`src/rtl/edge_rx_pkg.sv`:
```
package edge_rx_pkg;
  typedef enum logic [1:0] {
    PH_IDLE  = 2'd0,
    PH_GUARD = 2'd1,
    PH_BITS  = 2'd2
  } rx_phase_t;
endpackage

```
`src/rtl/edge_rx_sync.sv`:
```
// Synchronizes the envelope line and flags each level change.
module edge_rx_sync #(
  parameter int STAGES = 2
) (
  input  logic clk,
  input  logic rst,
  input  logic din,
  output logic edge_p
);
  logic [STAGES:0] chain;

  always_ff @(posedge clk) begin
    if (rst) chain <= '0;
    else     chain <= {chain[STAGES-1:0], din};
  end

  assign edge_p = chain[STAGES] ^ chain[STAGES-1];
endmodule

```
`src/rtl/edge_rx_timer.sv`:
```
// Guard and bit-window sequencer; boundaries advance from the previous boundary.
module edge_rx_timer
  import edge_rx_pkg::*;
#(
  parameter int GUARD_CYC = 495,
  parameter int BIT_CYC   = 143,
  parameter int T_W       = 16,
  parameter int IDX_W     = 5
) (
  input  logic             clk,
  input  logic             rst,
  input  logic             start,
  input  logic [IDX_W-1:0] last_idx,
  output rx_phase_t        phase,
  output logic [IDX_W-1:0] bit_idx,
  output logic             win_end,
  output logic             frame_done
);
  logic [T_W-1:0]   now_t;
  logic [T_W-1:0]   bound;
  logic [IDX_W-1:0] last_q;
  logic             hit;

  assign hit        = (phase != PH_IDLE) && (now_t == bound);
  assign win_end    = hit && (phase == PH_BITS);
  assign frame_done = win_end && (bit_idx == last_q);

  always_ff @(posedge clk) begin
    if (rst) begin
      phase   <= PH_IDLE;
      now_t   <= '0;
      bound   <= '0;
      bit_idx <= '0;
      last_q  <= '0;
    end else if (start && phase == PH_IDLE) begin
      phase   <= PH_GUARD;
      now_t   <= T_W'(1);
      bound   <= T_W'(GUARD_CYC);
      bit_idx <= '0;
      last_q  <= last_idx;
    end else if (phase != PH_IDLE) begin
      now_t <= now_t + T_W'(1);
      if (hit) begin
        bound <= bound + T_W'(BIT_CYC);
        if (phase == PH_GUARD)     phase   <= PH_BITS;
        else if (frame_done)       phase   <= PH_IDLE;
        else                       bit_idx <= bit_idx + IDX_W'(1);
      end
    end
  end
endmodule

```
`src/rtl/edge_rx_slicer.sv`:
```
// Counts transitions per window, decides each bit, assembles the word LSB first.
module edge_rx_slicer #(
  parameter int BIT_CYC  = 143,
  parameter int EDGE_LO  = 20,
  parameter int EDGE_HI  = 60,
  parameter int MAX_BITS = 32,
  parameter int IDX_W    = 5
) (
  input  logic                clk,
  input  logic                rst,
  input  logic                start,
  input  logic                counting,
  input  logic                edge_p,
  input  logic                win_end,
  input  logic [IDX_W-1:0]    bit_idx,
  output logic [MAX_BITS-1:0] word_next
);
  localparam int CNT_W = $clog2(BIT_CYC + 2);

  logic [CNT_W-1:0]    cnt;
  logic [CNT_W-1:0]    total;
  logic                one;
  logic [MAX_BITS-1:0] word;

  assign total     = cnt + CNT_W'(edge_p);
  assign one       = (total > CNT_W'(EDGE_LO)) && (total < CNT_W'(EDGE_HI));
  assign word_next = win_end ? (word | (MAX_BITS'(one) << bit_idx)) : word;

  always_ff @(posedge clk) begin
    if (rst || start || !counting || win_end) cnt <= '0;
    else if (edge_p)                          cnt <= total;
  end

  always_ff @(posedge clk) begin
    if (rst || start) word <= '0;
    else              word <= word_next;
  end
endmodule

```
`src/rtl/edge_rx.sv`:
```
module edge_rx
  import edge_rx_pkg::*;
#(
  parameter int TICK_DIV    = 300,
  parameter int BIT_TICKS   = 143,
  parameter int GUARD_TICKS = 495,
  parameter int EDGE_LO     = 20,
  parameter int EDGE_HI     = 60,
  parameter int MAX_BITS    = 32,
  parameter int SYNC_STAGES = 2,
  localparam int LEN_W      = $clog2(MAX_BITS + 1) + 1
) (
  input  logic                clk,
  input  logic                rst,
  input  logic                frame_end,
  input  logic [LEN_W-1:0]    bit_count,
  input  logic                env_in,
  input  logic [MAX_BITS-1:0] key_in,
  output logic                rx_busy,
  output logic                rx_valid,
  output logic [MAX_BITS-1:0] rx_raw,
  output logic [MAX_BITS-1:0] rx_plain,
  output logic                rx_reject
);
  localparam int BIT_CYC   = BIT_TICKS * TICK_DIV;
  localparam int GUARD_CYC = GUARD_TICKS * TICK_DIV;
  localparam int T_W       = $clog2(GUARD_CYC + MAX_BITS * BIT_CYC + 2);
  localparam int IDX_W     = (MAX_BITS > 1) ? $clog2(MAX_BITS) : 1;

  function automatic logic [MAX_BITS-1:0] len_mask(input logic [LEN_W-1:0] n);
    logic [MAX_BITS-1:0] m;
    for (int i = 0; i < MAX_BITS; i++) m[i] = (LEN_W'(i) < n);
    return m;
  endfunction

  rx_phase_t           phase;
  logic                idle, len_ok, accept;
  logic                edge_p, win_end, frame_done;
  logic [IDX_W-1:0]    bit_idx;
  logic [MAX_BITS-1:0] word_next, key_q;

  assign idle   = (phase == PH_IDLE);
  assign len_ok = (bit_count != '0) && (bit_count <= LEN_W'(MAX_BITS));
  assign accept = frame_end && idle && len_ok;

  edge_rx_sync #(.STAGES(SYNC_STAGES)) u_sync (
    .clk(clk), .rst(rst), .din(env_in), .edge_p(edge_p)
  );

  edge_rx_timer #(
    .GUARD_CYC(GUARD_CYC), .BIT_CYC(BIT_CYC), .T_W(T_W), .IDX_W(IDX_W)
  ) u_timer (
    .clk(clk), .rst(rst), .start(accept),
    .last_idx(IDX_W'(bit_count - LEN_W'(1))),
    .phase(phase), .bit_idx(bit_idx), .win_end(win_end), .frame_done(frame_done)
  );

  edge_rx_slicer #(
    .BIT_CYC(BIT_CYC), .EDGE_LO(EDGE_LO), .EDGE_HI(EDGE_HI),
    .MAX_BITS(MAX_BITS), .IDX_W(IDX_W)
  ) u_slicer (
    .clk(clk), .rst(rst), .start(accept), .counting(phase == PH_BITS),
    .edge_p(edge_p), .win_end(win_end), .bit_idx(bit_idx), .word_next(word_next)
  );

  assign rx_busy = !idle;

  always_ff @(posedge clk) begin
    if (rst) begin
      key_q     <= '0;
      rx_valid  <= 1'b0;
      rx_raw    <= '0;
      rx_plain  <= '0;
      rx_reject <= 1'b0;
    end else begin
      rx_valid  <= frame_done;
      rx_reject <= frame_end && idle && !len_ok;
      if (accept) key_q <= key_in & len_mask(bit_count);
      if (frame_done) begin
        rx_raw   <= word_next;
        rx_plain <= word_next ^ key_q;
      end
    end
  end
endmodule

```
`config.mk`:
```
export PLATFORM = sky130hd
export DESIGN_NAME = edge_rx
export DESIGN_NICKNAME = d
export VERILOG_FILES = /design/src/rtl/edge_rx_pkg.sv /design/src/rtl/edge_rx_sync.sv /design/src/rtl/edge_rx_timer.sv /design/src/rtl/edge_rx_slicer.sv /design/src/rtl/edge_rx.sv
export SDC_FILE = /design/constraint.sdc
export NUM_CORES = 1
export LEC_CHECK = 0
export BUFFER_PORTS_ARGS = -buffer_cell sky130_fd_sc_hd__buf_2
export CAP_MARGIN = 15
export CORE_ASPECT_RATIO = 0.5
export CORE_MARGIN = 2
export CORE_UTILIZATION = 59
export DETAILED_ROUTE_END_ITERATION = 12
export GPL_ROUTABILITY_DRIVEN = 0
export HOLD_SLACK_MARGIN = 0.12
export PLACE_DENSITY = 0.8
export SYNTH_ARGS = -nofsm -noshare
export SYNTH_HDL_FRONTEND = slang
export SYNTH_SLANG_ARGS = --single-unit
export TNS_END_PERCENT = 1
```
`constraint.sdc`:
```
create_clock -name clk -period 4.33 [get_ports clk]
set_input_delay 0.2165 -clock clk [delete_from_list [all_inputs] [get_ports clk]]
set_output_delay 0.2165 -clock clk [all_outputs]
set_load 0.02 [all_outputs]
```
-- Yosys cells after proc, flatten, opt, wreduce, memory -nomap -nowiden
Cells that the tools add are included.
- flip-flop bits (word level): 203
- input port bits: 43
- output and inout bits: 67
- word-level logic and storage cells: 106
- add/sub/neg operators: 5
- $lt $le $gt $ge: 35
- equality and inequality tests: 4
- shifts and indexed selects: 1
- multiplexer cells: 11
- bitwise operators: 6
- reductions and logical operators: 28
- operators with widths (cell ; count):
    $lt 5x7->1 const A ; 16
    $lt 4x7->1 const A ; 8
    $mux 18 ; 3
    $and 32x32->32 ; 1
    $mux 32 ; 1
    $or 32x32->32 ; 1
    $shl 1x5->32 ; 1
    $xor 32x32->32 ; 1
    $lt 3x7->1 const A ; 4
    $add 21x1->21 const B ; 1
    $add 21x16->21 const B ; 1
    $eq 21x21->1 ; 1
    $add 16x1->16 ; 1
    $gt 16x5->1 const B ; 1
    $lt 16x6->1 const B ; 1
    $lt 1x7->1 const A ; 2
    $lt 2x7->1 const A ; 2
    $logic_and 1x1->1 ; 9
    $reduce_bool 2->1 ; 4
    $le 7x6->1 const B ; 1
    $reduce_bool 7->1 ; 1
    $reduce_and 3->1 ; 2
    $add 5x1->5 const B ; 1
    $eq 5x5->1 ; 1
    14 further kinds ; 25

-- Logic depth before layout (Yosys ltp)
- depth in word-level cells: 9
- gate-level depth with buffers: 13
- mapped depth without buffers: 10

-- By module
From an unflattened synthesis, not the netlist that was laid out.
- cell total of the unflattened synthesis: 1107
- area, all modules: 9885.7 µm²
- by module, submodules not included (module ; times used ; cells an instance ; area an instance (µm²) ; seq. area each (µm²)):
    edge_rx ; 1 ; 456 ; 4215.3 ; 1961.9
    edge_rx_slicer ; 1 ; 318 ; 2909.0 ; 960.9
    edge_rx_timer ; 1 ; 326 ; 2673.8 ; 1041.0
    edge_rx_sync ; 1 ; 7 ; 87.6 ; 60.1

-- Least setup slack after synthesis
OpenSTA, ideal clock, no wires.
- path kind: reg-to-reg
- from: register u_sync.chain[1]
- to: register rx_raw[10]
- library setup time: 91 ps
- arrival: 3458 ps
- required time: 4239 ps
- setup slack: 781 ps
- stages on the path, launching flop included: 13
- path buffers: 2
- clock period less this slack: 3549 ps
- cells stage by stage: dfxtp_1 -> xnor2_1 -> clkinv_1 -> ha_1 -> ha_1 -> nand3_1 -> or3_1 -> o211ai_1 -> or4_1 -> buf_2 -> clkbuf_1 -> or4_1 -> a311oi_1
- cells in the longest elaborated chain, start to end: 7
- elaborated cells between the ends (all ways): 8
- those cells by class: add/sub: 1; order compare: 2; shift: 1; mux: 1; bitwise: 2; reduce/logical: 1
- ends and longest elaborated chain (item ; RTL line ; RTL):
    start, declared ; edge_rx_sync.sv:10 ; logic [STAGES:0] chain;
    start signal, assigned ; edge_rx_sync.sv:14 ; else chain <= {chain[STAGES-1:0], din};
    $xor 1x1->1 * ; edge_rx_sync.sv:17 ; assign edge_p = chain[STAGES] ^ chain[STAGES-1];
    $add 16x1->16 * ; edge_rx_slicer.sv:25 ; assign total = cnt + CNT_W'(edge_p);
    $gt 16x5->1 / $lt 16x6->1 (equally long branches) ; edge_rx_slicer.sv:26 ; assign one = (total > CNT_W'(EDGE_LO)) && (total < CNT_W'(EDGE_HI));
    $logic_and 1x1->1 * ; edge_rx_slicer.sv:26 ;
    $shl 1x5->32 * ; edge_rx_slicer.sv:27 ; assign word_next = win_end ? (word | (MAX_BITS'(one) << bit_idx)) : word;
    $or 32x32->32 * ; edge_rx_slicer.sv:27 ;
    $mux 32 * ; edge_rx_slicer.sv:27 ;
    end signal, assigned ; edge_rx.sv:80 ; rx_raw <= word_next;
    end, declared ; edge_rx.sv:21 ; output logic [MAX_BITS-1:0] rx_raw,
Every way passes the cells marked *; elsewhere a longest branch is shown, timed or not.
A chain may end at the register's enable or synchronous reset.

-- Worst setup path in the final report
- from: register u_sync.chain[1]
- to: register rx_raw[0]
Same word-level chain as after synthesis.

==> results_dict.tcl <==
set metrics [dict create \
    status "finished clean" \
    numCtsBuffers 19 \
    rsz0062_at_grt "false" \
    maxCapViolCount 0 \
    fin_worst_skew_ps 8.40 \
    clockBufferDepth 3 \
    power.static_leakage_nw 3.82 \
    finalSetupViolations 0 \
    port_buffers 109 \
    gr-total-overflow 0 \
    cts-resized-gates 0 \
    cp-startpoint "u_sync.chain[1]" \
    netlist_area_um2 10300 \
    grt_pass1_wl_mm 51.5 \
    slew_headroom 0.254 \
    synth-main-ff-cell "dfxtp_1" \
    die-area_um2 18600 \
    fin_crit_sh 0.912 \
    worstMarginPinSlew_ps 1110 \
    diodes 0 \
    synth.ff_latch_count 201 \
    final_common_cell "dfxtp_1" \
    switching_power_mw 1.33 \
    finalHoldWorstSlack_ps 165 \
    report.final.slew_viol_count 0 \
    cts_htree_levels 1 \
    synth_warnings 0 \
    synth_nets 1331 \
    clock_latency_ps 490 \
    synth_area_leaders "dfxtp_1 39%, nand3_1 4.7%, nor4_1 4.3%" \
    drc_errors 0 \
    drive_above_1_share 0.125 \
    antenna_found_initial 1 \
    irDropWorstVdd_v 0.000295 \
    synth_top_area_share 0.389 \
    die_w_um 191 \
    wl_per_cell_um 20.1 \
    postPlaceCellArea_um2 10900 \
    nets 1399 \
    r2r-end "rx_raw[0]" \
    die_height_um 97.6 \
    drtAntennaViolNets 0 \
    p_seq_frac 0.441 \
    rr_worst_depth 12 \
    cp_max_fo 64 \
    ys_seq_area_frac 0.389 \
    hold_buffers 37 \
    hp-class "primary input to flip-flop" \
    dp_hpwl_mm 20.3 \
    post_cts_buffers 0 \
    drt_wl_total_mm 32.1 \
    vias 10800 \
    p_int_mw 3.06 \
    cp-start-kind "flip-flop" \
    hp-start "bit_count[1]" \
    grt_start_max_net_pins 82 \
    clk_pin_slew_ps 70 \
    grt_pass1_vias 10000 \
    worst_r2r_startpoint "u_sync.chain[1]" \
    synth_edf_count 0 \
    core_um2 17300 \
    synthArstFlopShare 0 \
    switching_share 0.304 \
    drtIter0Drc 1426 \
    io_pins 110 \
    path_class "flip-flop to flip-flop" \
    yosys.area.top_type "dfxtp_1" \
    area_delta_synth_final_pct 14.9 \
    synth_cell_types 53 \
    viasPerCell 6.78 \
    clkPwrFrac 0.393 \
    fmax_mhz 253 \
    tns_ps 0 \
    cts.sinks 201 \
    r2r_slack_ps 380 \
    worst_ep_required_time_ps 4700 \
    initial_utilization 0.598 \
    syn_area_per_cell_um2 8.07 \
    min_period_ps 3950 \
    place_ws_ps 550 \
    syn-instance-count 1280 \
    powerDensity_nw_per_um2 370 \
    row_count 34 \
    hold_viol 0 \
    setup_ws_ps 383 \
    cts_tree "built" \
    crit_path_end_kind "flip-flop" \
    stdcell_area_um2 11900 \
    drt_first_pass_iters 5 \
    stdcell_count 1593 \
    worstPathArrival_ps 4310 \
    cts_root_buffer "clkbuf_16" \
    dpl.cell_count 1523 \
    holdPathStages 4 \
    p_comb_frac 0.166 \
    min_to "u_timer.last_q[1]" \
    mostFrequentLayoutCells "201 x dfxtp_1, 110 x nor2_1, 109 x buf_2" \
    grt_usage 0.338 \
]
## sequential cells by signal, summed over array words and instances, names as in the netlist
name             cells
key_q               32
rx_plain            32
rx_raw              32
u_slicer.word       32
u_timer.now_t       21
u_timer.bound       19
u_slicer.cnt        16
u_timer.bit_idx      5
u_timer.last_q       5
u_sync.chain         3
u_timer.phase        2
rx_reject            1
rx_valid             1
## stage by stage
stage | power, mW | utilization
3_5_place_dp | 2.64 | 0.629
5_1_grt | 4.51 | 0.687
6_report | 4.39 | 0.687
3_3_place_gp | 2.63 | 0.629
2_1_floorplan | 2.44 | -
4_1_cts | 4.35 | 0.686
## cells in the mapped netlist (all sizes together), types with 11 or more instances
| master | count |
|---|---|
| nor3 | 31 |
| a21oi | 73 |
| o21ai | 17 |
| or3 | 70 |
| a211oi | 11 |
| nand3 | 97 |
| nand4 | 27 |
| nor4 | 71 |
| xor2 | 35 |
| inv | 47 |
| a32o | 11 |
| xnor2 | 48 |
| a311oi | 33 |
| o211ai | 35 |
| dfxtp | 201 |
| clkbuf | 101 |
| buf | 16 |
| or4 | 39 |
| a31oi | 33 |
| nand2 | 76 |
| o41ai | 32 |
| nor2 | 110 |
## cell type report
cell class | count | area, µm²
clock buffers | 26 | 542
fillers | 1427 | 5400
flip-flops and latches | 201 | 4020
inverters | 48 | 180
well taps | 234 | 293
repair buffers | 164 | 1080
multi-input cells | 914 | 5680
clock inverters | 6 | 80.1
## critical path, cell delays in order, from the launching register on
cell and delay [ps]:
dfxtp_1 320, xnor2_1 150, buf_4 190, clkinv_1 270
ha_1 310, ha_1 250, nand3_1 230, or3_1 150
o211ai_1 110, or4_1 500, buf_4 340, or4_1 600
a311oi_1 390
## worst max path at each step
stage	endpoint	slack [ps]	cells past startpoint
floorplan	rx_raw[10]	780	12
global placement	rx_raw[31]	720	11
detailed placement	rx_raw[26]	550	11
CTS	rx_raw[26]	460	10
global route	rx_raw[0]	220	12
finish	rx_raw[0]	380	12
## cells by family after synthesis
logic type / count (synthesis) / synth area share
AND/OR/NAND/NOR: 561 / 0.288
AO/OA/AOI/OAI: 261 / 0.176
flip-flops: 201 / 0.389
buffers and inverters: 165 / 0.0648
XOR/XNOR: 83 / 0.0704
adder cells (fa/ha/maj): 8 / 0.00969
multiplexers: 1 / 0.000969
## power by group through the flow
stage                     clock network [mW]  logic (mW)  registers (mW)
after floorplan                            0       0.473            1.96
after global placement                     0       0.658            1.97
after detailed placement                   0       0.666            1.98
after CTS                               1.73       0.694            1.93
after global routing                    1.81       0.763            1.94
final                                   1.72       0.729            1.94
## routing by layer
layer  share of wire  track usage
met2            0.44        0.519
met5         0.00034            0
met4           0.034        0.119
met1            0.40        0.469
met3            0.12       0.0719
No activity file was read; power rests on OpenSTA's default activity.
